===== src/rtl/bcd_rtc_alarm.sv =====
module bcd_rtc_alarm #(
  parameter int PRESCALE = 32768,
  parameter int ADDR_W   = 6
) (
  input  logic              clk,
  input  logic              rst_n,
  input  logic              base_tick,
  input  logic              wr_en,
  input  logic [ADDR_W-1:0] wr_addr,
  input  logic [7:0]        wr_data,
  input  logic [ADDR_W-1:0] rd_addr,
  output logic [7:0]        rd_data,
  output logic              irq
);
  localparam int PW = (PRESCALE > 1) ? $clog2(PRESCALE) : 1;
  localparam logic [PW-1:0] PMAX = PW'(PRESCALE - 1);
  localparam logic [ADDR_W-1:0] A_TIME = ADDR_W'(6'h30);
  localparam logic [ADDR_W-1:0] A_CEN  = ADDR_W'(6'h37);
  localparam logic [ADDR_W-1:0] A_STAT = ADDR_W'(6'h3F);
  localparam logic [ADDR_W-1:0] A_INT  = ADDR_W'(6'h11);

  function automatic logic [7:0] inc_bcd(input logic [7:0] v);
    return (v[3:0] == 4'd9) ? {v[7:4] + 4'd1, 4'd0} : {v[7:4], v[3:0] + 4'd1};
  endfunction

  function automatic logic leap_year(input logic [7:0] y);
    return y[4] ? (y[3:0] == 4'd2 || y[3:0] == 4'd6)
                : (y[3:0] == 4'd0 || y[3:0] == 4'd4 || y[3:0] == 4'd8);
  endfunction

  logic [PW-1:0] presc;
  logic [7:0] sec, mnt, hr, date, mon, yr, cen;
  logic [2:0] wd;
  logic [7:0] st_sec, st_mnt, st_hr, st_date, st_mon, st_yr;
  logic [2:0] st_wd;
  logic [7:0] alm [8];
  logic       int_en, alm_flag, fail;

  wire commit   = wr_en && (wr_addr == A_CEN);
  wire sec_step = base_tick && (presc == PMAX) && !commit;

  logic [7:0] last_day;
  always_comb begin
    case (mon)
      8'h02:                      last_day = leap_year(yr) ? 8'h29 : 8'h28;
      8'h04, 8'h06, 8'h09, 8'h11: last_day = 8'h30;
      default:                    last_day = 8'h31;
    endcase
  end

  wire w_sec = (sec == 8'h59);
  wire w_min = w_sec && (mnt == 8'h59);
  wire w_day = w_min && (hr[5:0] == 6'h23);
  wire w_mon = w_day && (date == last_day);
  wire w_yr  = w_mon && (mon == 8'h12);
  wire w_cen = w_yr && (yr == 8'h99);

  wire [7:0] n_sec  = w_sec ? 8'h00 : inc_bcd(sec);
  wire [7:0] n_mnt  = w_sec ? ((mnt == 8'h59) ? 8'h00 : inc_bcd(mnt)) : mnt;
  wire [7:0] n_hr   = w_min ? ((hr[5:0] == 6'h23) ? {hr[7], 7'h00} : {hr[7], 1'b0, inc_bcd({2'b00, hr[5:0]})[5:0]}) : hr;
  wire [7:0] n_date = w_day ? ((date == last_day) ? 8'h01 : inc_bcd(date)) : date;
  wire [7:0] n_mon  = w_mon ? ((mon == 8'h12) ? 8'h01 : inc_bcd(mon)) : mon;
  wire [7:0] n_yr   = w_yr  ? ((yr == 8'h99) ? 8'h00 : inc_bcd(yr)) : yr;
  wire [7:0] n_cen  = w_cen ? inc_bcd(cen) : cen;
  wire [2:0] n_wd   = w_day ? ((wd >= 3'd6) ? 3'd0 : wd + 3'd1) : wd;

  logic match;
  always_comb begin
    logic any_en;
    logic [7:0] nf [5];
    nf[0] = n_sec; nf[1] = n_mnt; nf[2] = {2'b00, n_hr[5:0]}; nf[3] = n_date; nf[4] = n_mon;
    any_en = 1'b0;
    match  = 1'b1;
    for (int i = 0; i < 5; i++) begin
      if (alm[i][7]) begin
        any_en = 1'b1;
        if (i == 2) begin
          if (alm[i][5:0] != nf[i][5:0]) match = 1'b0;
        end else begin
          if (alm[i][6:0] != nf[i][6:0]) match = 1'b0;
        end
      end
    end
    match = match && any_en;
  end

  always_ff @(posedge clk or negedge rst_n) begin
    if (!rst_n) begin
      presc <= '0;
      sec <= 8'h00; mnt <= 8'h00; hr <= 8'h80; date <= 8'h01;
      mon <= 8'h01; yr <= 8'h00; wd <= 3'd0; cen <= 8'h20;
    end else if (commit) begin
      presc <= '0;
      sec <= st_sec; mnt <= st_mnt; hr <= st_hr; date <= st_date;
      mon <= st_mon; yr <= st_yr; wd <= st_wd; cen <= wr_data;
    end else if (base_tick) begin
      presc <= (presc == PMAX) ? '0 : presc + 1'b1;
      if (sec_step) begin
        sec <= n_sec; mnt <= n_mnt; hr <= n_hr; date <= n_date;
        mon <= n_mon; yr <= n_yr; wd <= n_wd; cen <= n_cen;
      end
    end
  end

  always_ff @(posedge clk or negedge rst_n) begin
    if (!rst_n) begin
      st_sec <= 8'h00; st_mnt <= 8'h00; st_hr <= 8'h80; st_date <= 8'h01;
      st_mon <= 8'h01; st_yr <= 8'h00; st_wd <= 3'd0;
    end else if (wr_en) begin
      case (wr_addr)
        A_TIME:                   st_sec  <= wr_data;
        A_TIME + ADDR_W'(1):      st_mnt  <= wr_data;
        A_TIME + ADDR_W'(2):      st_hr   <= {wr_data[7], 1'b0, wr_data[5:0]};
        A_TIME + ADDR_W'(3):      st_date <= wr_data;
        A_TIME + ADDR_W'(4):      st_mon  <= wr_data;
        A_TIME + ADDR_W'(5):      st_yr   <= wr_data;
        A_TIME + ADDR_W'(6):      st_wd   <= wr_data[2:0];
        default: ;
      endcase
    end
  end

  always_ff @(posedge clk or negedge rst_n) begin
    if (!rst_n) begin
      for (int i = 0; i < 8; i++) alm[i] <= 8'h00;
      int_en <= 1'b0;
    end else if (wr_en) begin
      if (wr_addr < ADDR_W'(8)) alm[wr_addr[2:0]] <= wr_data;
      if (wr_addr == A_INT) int_en <= wr_data[5];
    end
  end

  always_ff @(posedge clk or negedge rst_n) begin
    if (!rst_n) begin
      alm_flag <= 1'b0;
      fail     <= 1'b1;
    end else begin
      if (sec_step && match)                                alm_flag <= 1'b1;
      else if (wr_en && wr_addr == A_STAT && !wr_data[5])   alm_flag <= 1'b0;
      if (commit) fail <= 1'b0;
    end
  end

  always_comb begin
    rd_data = 8'h00;
    if (rd_addr < ADDR_W'(8)) rd_data = alm[rd_addr[2:0]];
    else begin
      case (rd_addr)
        A_TIME:              rd_data = sec;
        A_TIME + ADDR_W'(1): rd_data = mnt;
        A_TIME + ADDR_W'(2): rd_data = hr;
        A_TIME + ADDR_W'(3): rd_data = date;
        A_TIME + ADDR_W'(4): rd_data = mon;
        A_TIME + ADDR_W'(5): rd_data = yr;
        A_TIME + ADDR_W'(6): rd_data = {5'b0, wd};
        A_CEN:               rd_data = cen;
        A_STAT:              rd_data = {2'b00, alm_flag, 4'b0000, fail};
        A_INT:               rd_data = {2'b00, int_en, 5'b00000};
        default:             rd_data = 8'h00;
      endcase
    end
  end

  assign irq = alm_flag & int_en;

  AST_SEC_WRAP: assert property (@(posedge clk) disable iff (!rst_n)
    (sec_step && sec == 8'h59) |=> (sec == 8'h00));
  AST_WDAY_WRAP: assert property (@(posedge clk) disable iff (!rst_n)
    (sec_step && sec == 8'h59 && mnt == 8'h59 && hr[5:0] == 6'h23 && wd == 3'd6) |=> (wd == 3'd0));
  AST_CENTURY_ROLL: assert property (@(posedge clk) disable iff (!rst_n)
    (sec_step && sec == 8'h59 && mnt == 8'h59 && hr[5:0] == 6'h23 && date == 8'h31 &&
     mon == 8'h12 && yr == 8'h99 && cen == 8'h19) |=> (yr == 8'h00 && cen == 8'h20 && mon == 8'h01));
  AST_COMMIT_CLEARS: assert property (@(posedge clk) disable iff (!rst_n)
    commit |=> (!fail && !sec_step));
  AST_FLAG_ON_STEP: assert property (@(posedge clk) disable iff (!rst_n)
    $rose(alm_flag) |-> $past(sec_step));
  AST_IRQ_NEEDS_EN: assert property (@(posedge clk) disable iff (!rst_n)
    !int_en |-> !irq);
endmodule


===== config.mk =====
export PLATFORM = sky130hd
export DESIGN_NAME = bcd_rtc_alarm
export DESIGN_NICKNAME = d
export VERILOG_FILES = /design/src/rtl/bcd_rtc_alarm.sv
export SDC_FILE = /design/constraint.sdc
export NUM_CORES = 1
export LEC_CHECK = 0
export BUFFER_PORTS_ARGS = -buffer_cell sky130_fd_sc_hd__buf_2
export CORE_AREA = 3 3 113 197
export DETAILED_ROUTE_END_ITERATION = 16
export DIE_AREA = 0 0 116 200
export HOLD_SLACK_MARGIN = 0.08
export PLACE_DENSITY = 0.81
export SYNTH_ARGS = -nofsm -noshare
export SYNTH_HDL_FRONTEND = slang
export SYNTH_SLANG_ARGS = --single-unit

===== constraint.sdc =====
create_clock -name clk -period 6.58 [get_ports clk]
set_input_delay 1.316 -clock clk [delete_from_list [all_inputs] [get_ports clk]]
set_output_delay 1.316 -clock clk [all_outputs]
set_load 0.005 [all_outputs]

==> results.py <==
metrics = {
    "run_status": {
        "status": "finished, final reports clean",
    },
    "power": {
        "power.static_leakage_uw": 0.00526,
        "ir_drop_v": 0.000193,
        "cellPowerDensity_mw_per_mm2": 262,
    },
    "clock_tree": {
        "cts_tree": "done",
        "hold_buffers": 0,
        "path_clk_slew_ns": 0.07,
        "cts_resized": 0,
        "cts_buffers": 17,
        "clk_latency_ns": 0.46,
        "cts_buffer_depth": 2,
        "htree_levels": 4,
        "post_cts.repair.setup_buffers": 0,
        "clockRootBuffer": "clkbuf_16",
        "cts.sinks": 190,
    },
    "finish": {
        "drive_gt1_share_pct": 21.8,
        "layout_common_cells": "dfrtp_1 (182), mux2_2 (121), nand2_1 (93)",
        "nets": 1160,
        "area_growth_pct": 7.23,
        "n_antenna_cell": 0,
        "nFillCells": 1738,
        "fin_area_mm2": 0.0122,
        "layout.cells.most_common": "dfrtp_1",
    },
    "floorplanning": {
        "die_height_um": 200,
        "pin_count": 33,
        "coreArea_mm2": 0.0208,
        "rows": 70,
        "initial_core_util_pct": 54.8,
        "dieArea_mm2": 0.0232,
        "die_w_um": 116,
    },
    "timing": {
        "final_hold_viol_count": 0,
        "max_slew.worst_pin.slew_ns": 0.989,
        "final_max_slew_viol_count": 0,
        "max_slew_margin_pct": 33.9,
        "fin_skew_ns": 0.00710,
        "timing.hold.ws_ns": 0.457,
        "max_freq_ghz": 0.216,
        "rsz0062_at_grt": "no",
        "finalSetupTns_ns": 0,
        "fin_crit_sh_pct": 70.5,
        "fin_crit_ns": 4.64,
        "finalSetupViolations": 0,
    },
    "synthesis": {
        "synth-async-reset-ratio_pct": 100,
        "syn_area_mm2": 0.0114,
        "synth-edff-count": 0,
        "yosysWarnings": 0,
        "ys.flop_type": "dfrtp_1",
        "netlist_instances": 1123,
        "synth-seq-area-share_pct": 41.7,
        "synth-seq-cells": 190,
        "synth_fp_nets": 1170,
        "avgSynthCellArea_um2": 10.2,
        "ys_types": 79,
    },
    "place": {
        "place_area_mm2": 0.0117,
        "port_buffers": 32,
        "gp_congestion": 0.992,
        "dpl.hpwl_mm": 24.9,
    },
    "routing": {
        "drt_wl_total_mm": 34.5,
        "ant_nets": 0,
        "dr.first_iter.drc_count": 901,
        "drt-pass1-iter-count": 5,
        "wl_per_cell_um": 25.1,
        "vias": 9394,
        "remaining_drc_errors": 0,
        "via_per_inst": 6.82,
    },
    "setup_path": {
        "cp_slowest_cell": "a211oi_2",
        "critPathCaptureType": "flop",
        "required_ns": 6.95,
        "cp.arrival_ns": 5.01,
        "path_class": "flop to flop",
        "cpPeakStageDelay_ns": 0.82,
        "worstPathCellList": "ha_1 > and3b_1 > nand4_1 > or3_1 > a211oi_2 > a31oi_1 > a2bb2oi_2 > xnor2_1 > o41a_1 > o31ai_2",
        "worstPathMaxFanout": 16,
        "critical_path_buf_inv_count": 0,
        "start_kind": "flop",
        "cp_top_family": "compound AO/OA/AOI/OAI gates",
        "cp.depth": 10,
        "rr_worst_depth": 10,
    },
    "grt": {
        "grt_max_degree": 77,
        "grt.overflow.total": 0,
        "grt_usage_pct": 30.5,
        "first_global_vias": 9424,
        "antenna_found_initial": 0,
        "grt_pass1_wl_mm": 52.8,
    },
    "run": {
        "maxCapViolCount": 0,
    },
    "worst_hold_path": {
        "hold_depth": 2,
        "hp-class": "flop to flop",
    },
}
## per-layer routing
metal  up-vias  wire length, um  track usage (%)
li1       4121                -                -
met1      4648            12200             34.1
met2       454            17200             51.8
met3       171             2380             5.19
met4         0             2760             22.1
met5         -                0                0
## metrics by stage
step / utilization [%] / worst slack [ns] / cells / total power [uW]
final: 58.7 / 1.94 / 1377 / 3210
after global routing: 58.7 / 1.69 / 1377 / 3330
after CTS: 58.7 / 2.03 / 1377 / 3190
after detailed placement: 56.0 / 2.03 / 1346 / 2160
after global placement: 56.0 / 2.02 / 1346 / 2130
after floorplan: - / 2.16 / 1123 / 1940
## sequential cells by signal (all words and copies together), names as in the netlist
name and count:
alm 64, alm_flag 1, cen 8, date 8
fail 1, hr 7, int_en 1, mnt 8
mon 8, presc 15, sec 8, st_date 8
st_hr 7, st_mnt 8, st_mon 8, st_sec 8
st_wd 3, st_yr 8, wd 3, yr 8
## path summary, 6_finish.rpt
path / start / endpoint / slack, ns
max in group asynchronous: rst_n / mon[3] / 4.48
hold reg to reg: st_hr[7] / hr[7] / 0.46
setup / recovery: sec[0] / alm_flag / 1.94
setup reg to reg: sec[0] / alm_flag / 1.94
hold / removal: st_hr[7] / hr[7] / 0.46
min in group asynchronous: rst_n / st_mnt[5] / 0.88
## final cells by class
type	instances	area (um2)	area share [%]
Inverter	27	101	0.828
Clock inverter	14	154	1.26
Multi-Input combinational cell	838	6260	51.1
Clock buffer	17	425	3.47
Timing Repair Buffer	39	221	1.81
Tap cell	252	315	2.57
Sequential cell	190	4760	38.9
## report_power, final
group,total (uW),leakage (uW),switching [uW],internal (uW)
combinational,596,0.00248,293,303
sequential,1560,0.00250,234,1330
clock,1050,0.000283,514,535
total,3210,0.00526,1040,2170
## worst min-delay path, cell delays in order (launching register included)
cell	delay, ns
dfstp_2	0.37
nand2_1	0.05
nand2_1	0.04
## kinds of logic (layout without fill, tap and decap cells)
kind of cell / count (synthesis) / in the layout / synth area share [%]
AOI/OAI and AO/OA: 231 / 231 / 12.9
xor gates and xnor gates: 48 / 48 / 3.68
muxes: 170 / 170 / 18.9
and+or+nand+nor: 366 / 366 / 16.8
adders and majority gates: 23 / 23 / 2.52
buffers and inverters: 95 / 97 / 3.52
DFF: 190 / 190 / 41.7
## synth_stat cells (4+ instances only)
cell      number  area (um2)
dfrtp_1      182        4550
mux2_2       121        1360
nand2_1       93         349
nor2_1        81         304
o21ai_0       66         330
a21oi_1       52         260
clkbuf_1      48         180
nor3_1        38         190
xor2_1        28         245
inv_1         25        93.8
mux2i_1       25         250
mux4_2        24         541
nand3_1       24         120
ha_1          23         288
xnor2_1       20         175
a31oi_1       18         113
and3_1        18         113
nand4_1       15        93.8
o22ai_1       14        87.6
nor3b_1       13        97.6
nor2b_1       10        62.6
nor4_1        10        62.6
nand2b_1       9        56.3
nand3b_1       9        67.6
or3_1          9        56.3
dfstp_2        8         210
and2_1         7        43.8
buf_1          7        26.3
a21o_1         6        45.0
and3b_1        6        52.6
buf_2          6        30.0
o21a_1         6        45.0
o21ai_1        6        30.0
a221oi_1       5        43.8
a22o_1         5        43.8
a22oi_1        5        37.5
or4_1          5        37.5
buf_4          4        30.0
o311ai_0       4        35.0
o32ai_1        4        35.0
Note: power is estimated with default switching activity, not from simulation.
